==> src/rtl/rxrs_pkg.sv <==
package rxrs_pkg;

    localparam int N_TIER = 4;
    localparam int TIER_W = $clog2(N_TIER + 1);

    typedef logic [TIER_W-1:0] tier_t;

    localparam tier_t TIER_IDLE = tier_t'(N_TIER);

    typedef enum logic [2:0] {
        ST_HOLD,
        ST_PLL,
        ST_CDR,
        ST_DP,
        ST_BUF,
        ST_DONE
    } seq_st_e;

    function automatic seq_st_e tier_to_st(tier_t t);
        case (t)
            tier_t'(0): return ST_PLL;
            tier_t'(1): return ST_CDR;
            tier_t'(2): return ST_DP;
            tier_t'(3): return ST_BUF;
            default:    return ST_DONE;
        endcase
    endfunction

endpackage

==> src/rtl/rxrs_sync.sv <==
module rxrs_sync #(
    parameter int W = 1
) (
    input  logic         clk,
    input  logic         rst_n,
    input  logic [W-1:0] d,
    output logic [W-1:0] q
);
    for (genvar g = 0; g < W; g++) begin : g_bit
        logic [1:0] ff;
        always_ff @(posedge clk or negedge rst_n) begin
            if (!rst_n) ff <= 2'b00;
            else        ff <= {ff[0], d[g]};
        end
        assign q[g] = ff[1];
    end
endmodule

==> src/rtl/rxrs_prio.sv <==
module rxrs_prio #(
    parameter  int N  = 4,
    localparam int IW = $clog2(N + 1)
) (
    input  logic [N-1:0]  req,
    output logic          any,
    output logic [IW-1:0] idx
);
    always_comb begin
        any = |req;
        idx = IW'(N);
        for (int i = N - 1; i >= 0; i--) begin
            if (req[i]) idx = IW'(i);
        end
    end
endmodule

==> src/rtl/rxrs_timer.sv <==
module rxrs_timer #(
    parameter int CNT_W = 8
) (
    input  logic             clk,
    input  logic             rst_n,
    input  logic             clr,
    input  logic [CNT_W-1:0] lim,
    output logic             expire
);
    logic [CNT_W-1:0] cnt;

    always_ff @(posedge clk or negedge rst_n) begin
        if (!rst_n)   cnt <= '0;
        else if (clr) cnt <= '0;
        else          cnt <= cnt + 1'b1;
    end

    assign expire = (cnt == lim - 1'b1);
endmodule

==> src/rtl/rx_reset_sequencer.sv <==
module rx_reset_sequencer
    import rxrs_pkg::*;
#(
    parameter int PLL_HOLD = 9000,
    parameter int CDR_HOLD = 2000,
    parameter int DP_HOLD  = 600,
    parameter int BUF_HOLD = 400
) (
    input  logic clk,
    input  logic rst_n,
    input  logic full_req,
    input  logic pll_req,
    input  logic pwr_down,
    input  logic cdr_req,
    input  logic dp_req,
    input  logic buf_req,
    output logic pll_rst,
    output logic cdr_rst,
    output logic dp_rst,
    output logic buf_rst,
    output logic done
);
    localparam int MAX_AB = (PLL_HOLD > CDR_HOLD) ? PLL_HOLD : CDR_HOLD;
    localparam int MAX_CD = (DP_HOLD > BUF_HOLD) ? DP_HOLD : BUF_HOLD;
    localparam int MAX_H  = (MAX_AB > MAX_CD) ? MAX_AB : MAX_CD;
    localparam int CNT_W  = $clog2(MAX_H + 1);

    // Asynchronous inputs: {power-down, pll request, full request}
    logic [2:0] async_s;
    rxrs_sync #(.W(3)) u_sync (
        .clk   (clk),
        .rst_n (rst_n),
        .d     ({pwr_down, pll_req, full_req}),
        .q     (async_s)
    );

    // Request vector, index = tier (0 highest)
    logic [N_TIER-1:0] req_vec;
    logic              req_any;
    tier_t             req_tier;

    assign req_vec = {buf_req, dp_req, cdr_req, |async_s};

    rxrs_prio #(.N(N_TIER)) u_prio (
        .req (req_vec),
        .any (req_any),
        .idx (req_tier)
    );

    seq_st_e          state, nxt;
    tier_t            hold_tier, nxt_hold, act_tier;
    logic             expire, tmr_clr;
    logic [CNT_W-1:0] lim;
    logic [N_TIER-1:0] rst_vec;

    // Tier currently in effect
    always_comb begin
        unique case (state)
            ST_HOLD: act_tier = hold_tier;
            ST_PLL:  act_tier = tier_t'(0);
            ST_CDR:  act_tier = tier_t'(1);
            ST_DP:   act_tier = tier_t'(2);
            ST_BUF:  act_tier = tier_t'(3);
            default: act_tier = TIER_IDLE;
        endcase
    end

    // Hold count of the tier being timed
    always_comb begin
        unique case (state)
            ST_PLL:  lim = CNT_W'(PLL_HOLD);
            ST_CDR:  lim = CNT_W'(CDR_HOLD);
            ST_DP:   lim = CNT_W'(DP_HOLD);
            ST_BUF:  lim = CNT_W'(BUF_HOLD);
            default: lim = CNT_W'(1);
        endcase
    end

    // Next state
    always_comb begin
        nxt      = state;
        nxt_hold = hold_tier;
        if (req_any) begin
            nxt      = ST_HOLD;
            nxt_hold = (req_tier < act_tier) ? req_tier : act_tier;
        end else begin
            unique case (state)
                ST_HOLD: nxt = tier_to_st(hold_tier);
                ST_PLL:  if (expire) nxt = ST_CDR;
                ST_CDR:  if (expire) nxt = ST_DP;
                ST_DP:   if (expire) nxt = ST_BUF;
                ST_BUF:  if (expire) nxt = ST_DONE;
                ST_DONE: nxt = ST_DONE;
                default: nxt = ST_HOLD;
            endcase
        end
    end

    assign tmr_clr = req_any || (nxt != state) || (state == ST_DONE);

    rxrs_timer #(.CNT_W(CNT_W)) u_tmr (
        .clk    (clk),
        .rst_n  (rst_n),
        .clr    (tmr_clr),
        .lim    (lim),
        .expire (expire)
    );

    // State register
    always_ff @(posedge clk or negedge rst_n) begin
        if (!rst_n) begin
            state     <= ST_HOLD;
            hold_tier <= tier_t'(0);
        end else begin
            state     <= nxt;
            hold_tier <= nxt_hold;
        end
    end

    // Outputs
    always_comb begin
        rst_vec = '0;
        done    = 1'b0;
        unique case (state)
            ST_DONE: done = 1'b1;
            ST_HOLD, ST_PLL, ST_CDR, ST_DP, ST_BUF: begin
                for (int i = 0; i < N_TIER; i++) begin
                    rst_vec[i] = (tier_t'(i) >= act_tier);
                end
            end
            default: rst_vec = '1;
        endcase
    end

    assign pll_rst = rst_vec[0];
    assign cdr_rst = rst_vec[1];
    assign dp_rst  = rst_vec[2];
    assign buf_rst = rst_vec[3];
endmodule

==> config.mk <==
export PLATFORM = sky130hd
export DESIGN_NAME = rx_reset_sequencer
export DESIGN_NICKNAME = d
export VERILOG_FILES = /design/src/rtl/rxrs_pkg.sv /design/src/rtl/rxrs_sync.sv /design/src/rtl/rxrs_prio.sv /design/src/rtl/rxrs_timer.sv /design/src/rtl/rx_reset_sequencer.sv
export SDC_FILE = /design/constraint.sdc
export NUM_CORES = 1
export LEC_CHECK = 0
export BUFFER_PORTS_ARGS = -buffer_cell sky130_fd_sc_hd__buf_2
export CAP_MARGIN = 20
export CORE_AREA = 2 2 63 65
export CTS_BUF_LIST = sky130_fd_sc_hd__clkbuf_8
export CTS_CLUSTER_DIAMETER = 200
export DETAILED_ROUTE_END_ITERATION = 8
export DIE_AREA = 0 0 65 67
export PLACE_DENSITY = 0.78
export SLEW_MARGIN = 20
export SYNTH_ARGS = -nofsm -noshare
export SYNTH_HDL_FRONTEND = slang
export SYNTH_HIERARCHICAL = 1
export SYNTH_SLANG_ARGS = --single-unit
==> constraint.sdc <==
create_clock -name clk -period 5.5 [get_ports clk]
set_clock_uncertainty 0.1 [all_clocks]
set_input_delay 0 -clock clk [delete_from_list [all_inputs] [get_ports clk]]
set_output_delay 0 -clock clk [all_outputs]
set_load 0.02 [all_outputs]
==> results of run 1 <==
through the flow:
step	power, mW	instance area, sq um	instances	hold WS (ns)	worst slack [ns]
6_report	0.4628	2132	298	0.09611	1.481
2_1_floorplan	0.2797	1973	242	-0.3956	2.019
3_3_place_gp	0.3021	2021	290	-0.06476	1.593
4_1_cts	0.4681	2132	298	0.08998	1.511
3_5_place_dp	0.3035	2021	290	-0.06873	1.532
5_1_grt	0.4890	2132	298	0.1185	1.044
routing by layer:
metal	GRT usage	up-vias
met4	0.06383	0
met5	0	-
met2	0.3054	32
met1	0.2619	721
met3	0.02196	5
li1	-	815
cells in the mapped netlist (3+ instances only):
master                     count  share of area
sky130_fd_sc_hd__dfrtp_1      26           0.34
sky130_fd_sc_hd__nor2_1       26          0.051
sky130_fd_sc_hd__nand2_1      17          0.033
sky130_fd_sc_hd__inv_1        15          0.029
sky130_fd_sc_hd__xor2_1       15          0.069
sky130_fd_sc_hd__a21oi_1      14          0.037
sky130_fd_sc_hd__o21ai_0      14          0.037
sky130_fd_sc_hd__xnor2_1      14          0.064
sky130_fd_sc_hd__nand3_1       8          0.021
sky130_fd_sc_hd__nor3_1        8          0.021
sky130_fd_sc_hd__and3_1        5          0.016
sky130_fd_sc_hd__buf_4         5          0.020
sky130_fd_sc_hd__clkbuf_1      5         0.0098
sky130_fd_sc_hd__ha_1          4          0.026
sky130_fd_sc_hd__or3_1         4          0.013
sky130_fd_sc_hd__a211oi_1      3          0.012
sky130_fd_sc_hd__nand2b_1      3         0.0098
sky130_fd_sc_hd__nand3b_1      3          0.012
sky130_fd_sc_hd__nor3_2        3          0.016
worst min-delay path, cell delays in order:
cell and delay (ns):
sky130_fd_sc_hd__buf_2 0.11, sky130_fd_sc_hd__nor3_1 0.06, sky130_fd_sc_hd__inv_1 0.05, sky130_fd_sc_hd__o2111a_1 0.18, sky130_fd_sc_hd__a311oi_1 0.04
state kept, by name, summed over array words and instances (netlist names):
signal,cells
hold_tier,3
state,3
u_sync/g_bit.ff,6
u_tmr/cnt,14
logic make-up after synthesis:
family / synth area share
and+or+nand+nor: 0.2631
AOI/OAI and AO/OA: 0.1638
xor gates and xnor gates: 0.1325
buffers and inverters: 0.06723
DFF: 0.3394
adders and majority gates: 0.02611
other: 0.001956
muxes: 0.005874
power groups by stage:
stage | clock network, mW | logic (mW) | registers [mW]
floorplan | 0 | 0.0728 | 0.207
global placement | 0 | 0.0921 | 0.210
detailed placement | 0 | 0.0931 | 0.210
CTS | 0.166 | 0.0959 | 0.207
global route | 0.174 | 0.107 | 0.208
finish | 0.160 | 0.0957 | 0.207
cell type report:
class	count	area (sq um)	area share
tap	48	60.06	0.02817
clock buffer	3	41.29	0.01937
multi-input combinational	189	1194	0.5599
timing repair buffer	16	100.1	0.04695
inverter	15	56.30	0.02641
clock inverter	1	30.03	0.01408
sequential	26	650.6	0.3052
path summary, 6_finish.rpt:
| check | from | end | slack (ns) | depth (start not counted) |
|---|---|---|---|---|
| hold reg to reg | u_sync/g_bit[1].ff[0] | u_sync/g_bit[1].ff[1] | 0.26 | 0 |
| setup / recovery | state[1] | u_tmr/cnt[7] | 1.48 | 12 |
| max in group asynchronous | rst_n | u_tmr/cnt[11] | 4.76 | 2 |
| setup reg to reg | state[1] | u_tmr/cnt[7] | 1.48 | 12 |
| hold / removal | cdr_req | hold_tier[1] | 0.1 | 5 |
| min in group asynchronous | rst_n | u_sync/g_bit[2].ff[1] | 0.15 | 2 |
repair_timing:
action | 4_1_cts | 5_1_grt
hold buffers | 4 | 0
setup endpoints to repair | 0 | 0
endpoints found under the hold margin | 29 | 0
==> tab_implementation.tex, run 1 <==
\begin{tabular}{lr}
\hline
Metric & Value \\
\hline
\multicolumn{2}{l}{\textbf{Detailed routing}} \\
\quad Total via count after detailed routing & 1,573 \\
\quad Length of routed wiring on met1 & roughly 1700 um \\
\quad Post-route DRC & 0 \\
\quad Number of violations reported at the end of detailed-routing iteration 0 & around 130 \\
\quad Routed wire length on met2 & roughly 1700 um \\
\quad Top metal layer carrying routed signals & met4 \\
\quad Number of optimization iterations in the first detailed-route pass & 4 \\
\quad Met3 WL & approximately 170 um \\
\quad Total detailed-routing wirelength & 3667 um \\
\quad Routed len/inst & 12.31 um \\
\quad Remaining number of nets flagged by the antenna check after routing & 0 \\
\quad Average via count per standard cell & 5.279 \\
\multicolumn{2}{l}{\textbf{Final layout}} \\
\quad FILL cells & 319 \\
\quad Number of inserted diodes & 0 \\
\quad Share of post-route cells with drive strength above 1 & 0.1000 \\
\quad NumNets Final & $\sim$260 \\
\quad Top library cells by usage in the layout, fill and taps aside & 26 x sky130\_fd\_sc\_hd\_\_nor2\_1, 26 x sky130\_fd\_sc\_hd\_\_dfrtp\_1, 17 x sky130\_fd\_sc\_hd\_\_nand2\_1, 16 x sky130\_fd\_sc\_hd\_\_conb\_1 \\
\quad Final design utilization & 0.5913 \\
\quad Layout area overhead & 11.23\% \\
\multicolumn{2}{l}{\textbf{Global routing}} \\
\quad Global-route wire length before repair & 6499 um \\
\quad Via count of the first global-routing pass & 1,491 \\
\quad Total routing usage reported by global routing & 0.1889 \\
\quad Total congestion overflow after global routing & 0 \\
\quad Maximum number of pins on one net before global-route repair & 27 \\
\quad Initial antenna violation count & 0 \\
\multicolumn{2}{l}{\textbf{Floorplanning}} \\
\quad I/O Pins & 13 \\
\quad Initial Utilization & 0.5316 \\
\quad Row cnt & 22 \\
\quad Die Footprint & 4355 sq um \\
\quad Horizontal die dimension & $\sim$65 um \\
\quad Core Footprint & 3606 sq um \\
\quad Vertical extent of the die & $\sim$67 um \\
\multicolumn{2}{l}{\textbf{STA}} \\
\quad Total negative slack for setup checks & 0 ns \\
\quad Actual slew at the worst max-slew pin & between 0.6 and 0.7 ns \\
\quad Setup violators final & 0 \\
\quad Worst relative slew slack & 0.5621 \\
\quad Setup repair after global routing missed its margin & false \\
\quad Total count of max-transition violations in the final report & 0 \\
\quad Hold Fails Final Rpt & 0 \\
\quad Time the final worst path needs with I/O delays and setup & 4.019 ns \\
\quad Achievable clock frequency & roughly 250 MHz \\
\quad Final cycle utilization of the critical path & 0.7306 \\
\multicolumn{2}{l}{\textbf{Clock network}} \\
\quad TritonCTS clock tree & yes \\
\quad Sinks on Clock Net & 26 \\
\quad CTS resizes & 0 \\
\quad Depth of the CTS H-tree & 1 \\
\quad Clock tree root driver cell & sky130\_fd\_sc\_hd\_\_clkbuf\_8 \\
\quad Post-CTS Setup Bufs & 0 \\
\quad Maximum clock insertion buffer count & 2 \\
\quad Clock Pin Slew Worst Setup and Hold Paths & 0.10 ns \\
\quad Clock latency at the later pin of the worst-skew pair & roughly 0.27 ns \\
\quad Number of buffers created by CTS & 3 \\
\multicolumn{2}{l}{\textbf{Worst setup path}} \\
\quad Count of buffering cells on the critical path with inverters included & 1 \\
\quad Crit Path Category & flop to flop \\
\quad Kind of cell adding the most delay to the critical path & compound AO/OA/AOI/OAI gates \\
\quad Sequence of cells on the critical path & o21ai\_0 > nand2\_1 > inv\_1 > ha\_1 > nor4b\_4 > nand3\_1 > or3\_1 > a211oi\_2 > nor2\_1 > a311oi\_1 > a211o\_1 > nor2\_1 \\
\quad Most common cell type on the critical path & sky130\_fd\_sc\_hd\_\_nor2\_1 \\
\quad CP max stage delay & 0.61 ns \\
\quad Largest driver fanout on the critical path & 20 \\
\quad CP Data Required Time & 5.55 ns \\
\quad Crit path max-delay cell type & sky130\_fd\_sc\_hd\_\_dfrtp\_1 \\
\quad Setup crit start kind & flop \\
\quad Data arrival time of the worst path & 4.06 ns \\
\quad Capturing element type of the critical path & flop \\
\multicolumn{2}{l}{\textbf{Logic synthesis}} \\
\quad Mean instance size in the synthesized netlist & roughly 8.4 sq um \\
\quad Most used DFF post-synth & sky130\_fd\_sc\_hd\_\_dfrtp\_1 \\
\quad Count of unique library cells instantiated by Yosys & 47 \\
\quad Synthesized flop and latch total & 26 \\
\quad Sequential fraction of the synthesis area & 0.3394 \\
\quad Post-synthesis instance area & 1917 sq um \\
\quad Number of synthesized flops with an enable pin & 0 \\
\quad Yosys warns & 6 \\
\quad Fraction of registers with async set/reset & 1.000 \\
\quad Post-synthesis cell count & 227 \\
\multicolumn{2}{l}{\textbf{Power and ir drop}} \\
\quad Leakage power summed over all cells & 0.8875 nW \\
\quad Maximum vdd ir drop & 0.1632 mV \\
\quad Fraction of power consumed by sequential logic & 0.447 \\
\quad Portion of total power attributed to the clock network & 0.347 \\
\quad Switching portion of total power & 0.2745 \\
\quad Sw Pwr & 127.0 uW \\
\quad Internal portion of total power & 335.8 uW \\
\quad Power density over the cells & 217.1 nW/um\^{}2 \\
\quad Logic pwr share & 0.207 \\
\multicolumn{2}{l}{\textbf{Min path}} \\
\quad Hold Path Class & primary input to flop \\
\multicolumn{2}{l}{\textbf{Job}} \\
\quad Count of maximum capacitance violations & 0 \\
\multicolumn{2}{l}{\textbf{Status}} \\
\quad Outcome & finished, final reports clean \\
\multicolumn{2}{l}{\textbf{Place}} \\
\quad Final Wtd Congestion & 0.9158 \\
\quad Detailed placer's ending HPWL & 2612 um \\
\quad Number of input and output port buffers inserted & 12 \\
\hline
\end{tabular}
No activity file was read; power rests on OpenSTA's default activity.
==> inputs of run 2 (changes only) <==
--- a/config.mk
+++ b/config.mk
@@ -12,7 +12,7 @@
 export CTS_CLUSTER_DIAMETER = 200
 export DETAILED_ROUTE_END_ITERATION = 8
 export DIE_AREA = 0 0 65 67
-export PLACE_DENSITY = 0.78
+export PLACE_DENSITY = 0.8
 export SLEW_MARGIN = 20
 export SYNTH_ARGS = -nofsm -noshare
 export SYNTH_HDL_FRONTEND = slang
==> constraint.sdc (replaced) <==
create_clock -name clk -period 3.4 [get_ports clk]
set_clock_uncertainty 0.1 [all_clocks]
set_input_delay 0 -clock clk [delete_from_list [all_inputs] [get_ports clk]]
set_output_delay 0 -clock clk [all_outputs]
set_load 0.02 [all_outputs]
==> tab_implementation.tex, run 2 (synthesis results as in run 1) <==
\begin{tabular}{lr}
\hline
Metric & Value \\
\hline
\multicolumn{2}{l}{\textbf{Status}} \\
\quad Outcome & finished with violations \\
\quad Failing checks & setup timing \\
\multicolumn{2}{l}{\textbf{Final layout}} \\
\quad Number of inserted diodes & 0 (unchanged) \\
\quad Design Area, Final & 2566 sq um (+20\%) \\
\quad Final design utilization & 0.7117 (+0.1204) \\
\quad Top library cells by usage in the layout, fill and taps aside & 32 x sky130\_fd\_sc\_hd\_\_buf\_4, 25 x sky130\_fd\_sc\_hd\_\_dfrtp\_1, 21 x sky130\_fd\_sc\_hd\_\_nor2\_1, 16 x sky130\_fd\_sc\_hd\_\_conb\_1, 15 x sky130\_fd\_sc\_hd\_\_nand2\_1 \\
\quad NumNets Final & 299 (+14\%) \\
\quad Share of post-route cells with drive strength above 1 & 0.3182 (+0.2182) \\
\quad Commonest non-fill, non-tap cell in the layout & sky130\_fd\_sc\_hd\_\_buf\_4 \\
\quad Largest registers & u\_tmr/cnt x14, u\_sync/g\_bit.ff x6 \\
\quad Top register by number of flip-flops & u\_tmr/cnt \\
\quad Filler-free cell count of the finished design & 334 (+12\%) \\
\quad Layout area overhead & 33.88\% \\
\quad Largest register FFs & 14 (unchanged) \\
\multicolumn{2}{l}{\textbf{Worst setup path}} \\
\quad Largest driver fanout on the critical path & 7 (-65\%) \\
\quad Setup crit start kind & flop \\
\quad CP max stage delay & 0.47 ns (-0.14 ns) \\
\quad Capturing element type of the critical path & flop \\
\quad Kind of cell adding the most delay to the critical path & compound AO/OA/AOI/OAI gates \\
\quad CP Data Required Time & 3.48 ns (-2.07 ns) \\
\quad Most common cell type on the critical path & sky130\_fd\_sc\_hd\_\_buf\_4 \\
\quad Data arrival time of the worst path & 3.65 ns (-0.41 ns) \\
\quad Crit Path Category & flop to flop \\
\quad Sequence of cells on the critical path & buf\_6 > buf\_4 > buf\_4 > xnor2\_1 > o22ai\_2 > buf\_4 > xor2\_2 > xnor2\_2 > nor4\_4 > nand4b\_1 > a211oi\_2 > nor2\_1 > a311oi\_2 > a211o\_4 > nor2\_1 \\
\quad Count of buffering cells on the critical path with inverters included & 4 (+3) \\
\quad Crit path max-delay cell type & sky130\_fd\_sc\_hd\_\_a311oi\_2 \\
\multicolumn{2}{l}{\textbf{Global routing}} \\
\quad Via count of the first global-routing pass & 1,576 (+5.7\%) \\
\quad Met2 track utilization from global routing & 0.3402 (+0.03479) \\
\quad Global-route wire length before repair & 6762 um (+4.0\%) \\
\quad Total routing usage reported by global routing & 0.2007 (+0.01173) \\
\quad Initial antenna violation count & 0 (unchanged) \\
\quad Total congestion overflow after global routing & 0 (unchanged) \\
\quad Maximum number of pins on one net before global-route repair & 27 (unchanged) \\
\quad Routing usage on met3 & 0.02872 (+0.006757) \\
\quad Global routing usage on met1 & 0.2663 (+0.004436) \\
\quad Global route hottest layer & met2 \\
\multicolumn{2}{l}{\textbf{Clock network}} \\
\quad Clock Pin Slew Worst Setup and Hold Paths & 0.10 ns (about the same) \\
\quad Clock tree root driver cell & sky130\_fd\_sc\_hd\_\_clkbuf\_8 \\
\quad Sinks on Clock Net & 26 (unchanged) \\
\quad Number of buffers created by CTS & 3 (unchanged) \\
\quad Clock latency at the later pin of the worst-skew pair & 0.28 ns (about the same) \\
\quad Depth of the CTS H-tree & 1 (unchanged) \\
\quad Maximum clock insertion buffer count & 2 (unchanged) \\
\quad TritonCTS clock tree & yes \\
\multicolumn{2}{l}{\textbf{Floorplanning}} \\
\quad Row cnt & 22 (unchanged) \\
\quad I/O Pins & 13 (unchanged) \\
\quad Die Footprint & 4355 sq um (unchanged) \\
\quad Horizontal die dimension & 65 um (unchanged) \\
\quad Vertical extent of the die & 67 um (unchanged) \\
\quad Core Footprint & 3606 sq um (unchanged) \\
\quad Initial Utilization & 0.5316 (unchanged) \\
\multicolumn{2}{l}{\textbf{Detailed routing}} \\
\quad Number of optimization iterations in the first detailed-route pass & 4 (unchanged) \\
\quad Number of violations reported at the end of detailed-routing iteration 0 & 154 (+16\%) \\
\quad Post-route DRC & 0 (unchanged) \\
\quad Average via count per standard cell & 5.494 (+4.1\%) \\
\quad Total detailed-routing wirelength & 5054 um (+38\%) \\
\quad Remaining number of nets flagged by the antenna check after routing & 0 (unchanged) \\
\quad Total via count after detailed routing & 1,835 (+17\%) \\
\quad Routed len/inst & 15.13 um (+23\%) \\
\multicolumn{2}{l}{\textbf{Place}} \\
\quad Placed cell count & 311 (+7.2\%) \\
\quad Final Wtd Congestion & 0.8963 (-2.1\%) \\
\quad DP Area & 2178 sq um (+7.8\%) \\
\quad Number of input and output port buffers inserted & 12 (unchanged) \\
\quad Detailed placer's ending HPWL & 2982 um (+14\%) \\
\multicolumn{2}{l}{\textbf{STA}} \\
\quad Worst relative slew slack & 0.6137 (+0.05157) \\
\quad Total negative slack for setup checks & -2.350 ns (-2.350 ns) \\
\quad Final cycle utilization of the critical path & 1.050 (+0.3192) \\
\quad Total count of max-transition violations in the final report & 0 (unchanged) \\
\quad Hold Fails Final Rpt & 0 (unchanged) \\
\quad Final setup margin & -0.1695 ns (-1.651 ns) \\
\quad Actual slew at the worst max-slew pin & 0.5795 ns (-0.07049 ns) \\
\quad Achievable clock frequency & 280.2 MHz (+13\%) \\
\quad Setup violators final & 15 (+15) \\
\quad Time the final worst path needs with I/O delays and setup & 3.569 ns (-0.4491 ns) \\
\multicolumn{2}{l}{\textbf{Min path}} \\
\quad Hold Path Class & primary input to flop \\
\multicolumn{2}{l}{\textbf{Power and ir drop}} \\
\quad Leakage power summed over all cells & 1.096 nW (+24\%) \\
\quad Power density over the cells & 285.1 nW/um\^{}2 (+31\%) \\
\quad Tot Pwr & 731.5 uW (+58\%) \\
\quad Maximum vdd ir drop & 0.2028 mV (+24\%) \\
\multicolumn{2}{l}{\textbf{Job}} \\
\quad Count of maximum capacitance violations & 0 (unchanged) \\
\hline
\end{tabular}
-- run 2: cell types whose count changed in the layout (fill, tap and decap cells not counted), moves of 3 or more --
cell                      change
sky130_fd_sc_hd__buf_4       +32
sky130_fd_sc_hd__nor2_1       -5
sky130_fd_sc_hd__nor2_2       +4
sky130_fd_sc_hd__o21ai_0      -4
sky130_fd_sc_hd__a21oi_1      -3
sky130_fd_sc_hd__a21oi_2      +3
sky130_fd_sc_hd__buf_6        +3
-- run 2: worst reg2reg max path: stages (launching register included) --
cell	delay [ns]
sky130_fd_sc_hd__dfrtp_2	0.46
sky130_fd_sc_hd__buf_6	0.15
sky130_fd_sc_hd__buf_4	0.13
sky130_fd_sc_hd__buf_4	0.14
sky130_fd_sc_hd__xnor2_1	0.20
sky130_fd_sc_hd__o22ai_2	0.13
sky130_fd_sc_hd__buf_4	0.17
sky130_fd_sc_hd__xor2_2	0.15
sky130_fd_sc_hd__xnor2_2	0.16
sky130_fd_sc_hd__nor4_4	0.27
sky130_fd_sc_hd__nand4b_1	0.16
sky130_fd_sc_hd__a211oi_2	0.31
sky130_fd_sc_hd__nor2_1	0.13
sky130_fd_sc_hd__a311oi_2	0.47
sky130_fd_sc_hd__a211o_4	0.30
sky130_fd_sc_hd__nor2_1	0.06
-- run 2: cell type report --
class                           instances  area [sq um]
Multi-Input combinational cell        190          1369
Fill cell                             252          1040
Sequential cell                        26         651.9
Timing Repair Buffer                   51         374.1
Tap cell                               48         60.06
Inverter                               15         56.30
Clock buffer                            4         55.05
-- run 2: timing repair --
action | 4_1_cts | 5_1_grt
setup buffers | 0 | 15
pin swaps | 0 | 22
endpoints found under the setup margin | 14 | 14
hold buffers | 4 | 0
endpoints found under the hold margin | 29 | 0
resized for setup | 3 | 42
gates cloned | 0 | 1
-- run 2: power by group --
part / switching, mW / leakage, nW / internal (mW) / total [mW]
sequential: 0.0133 / 0.346 / 0.320 / 0.334
clock: 0.104 / 0.0288 / 0.104 / 0.208
combinational: 0.114 / 0.722 / 0.0761 / 0.190
-- run 2: path summary, 6_finish.rpt --
| path | slack [ns] | start | depth (start not counted) | end |
|---|---|---|---|---|
| worst min-delay path | 0.12 | dp_req | 5 | hold_tier[2] |
| worst max-delay path | -0.17 | state[2] | 15 | u_tmr/cnt[13] |
| min in group asynchronous | 0.15 | rst_n | 2 | u_tmr/cnt[4] |
| max in group asynchronous | 2.63 | rst_n | 2 | state[2] |
| worst min register to register | 0.25 | u_sync/g_bit[2].ff[0] | 0 | u_sync/g_bit[2].ff[1] |
| worst max register to register | -0.17 | state[2] | 15 | u_tmr/cnt[13] |
-- run 2: per-layer routing --
| metal | vias to the layer above | share of wire |
|---|---|---|
| met3 | 11 | 0.034 |
| met5 | - | 0 |
| met2 | 47 | 0.50 |
| met1 | 884 | 0.44 |
| li1 | 893 | - |
| met4 | 0 | 0.021 |
-- run 2: metrics by stage --
step	hold WS [ns]	setup slack (ns)
after floorplan	-0.3956	0.02392
after global placement	-0.07357	-0.005211
after detailed placement	-0.07289	-0.1142
after CTS	0.1113	0.01737
after global routing	0.1427	-0.3071
final	0.1156	-0.1695
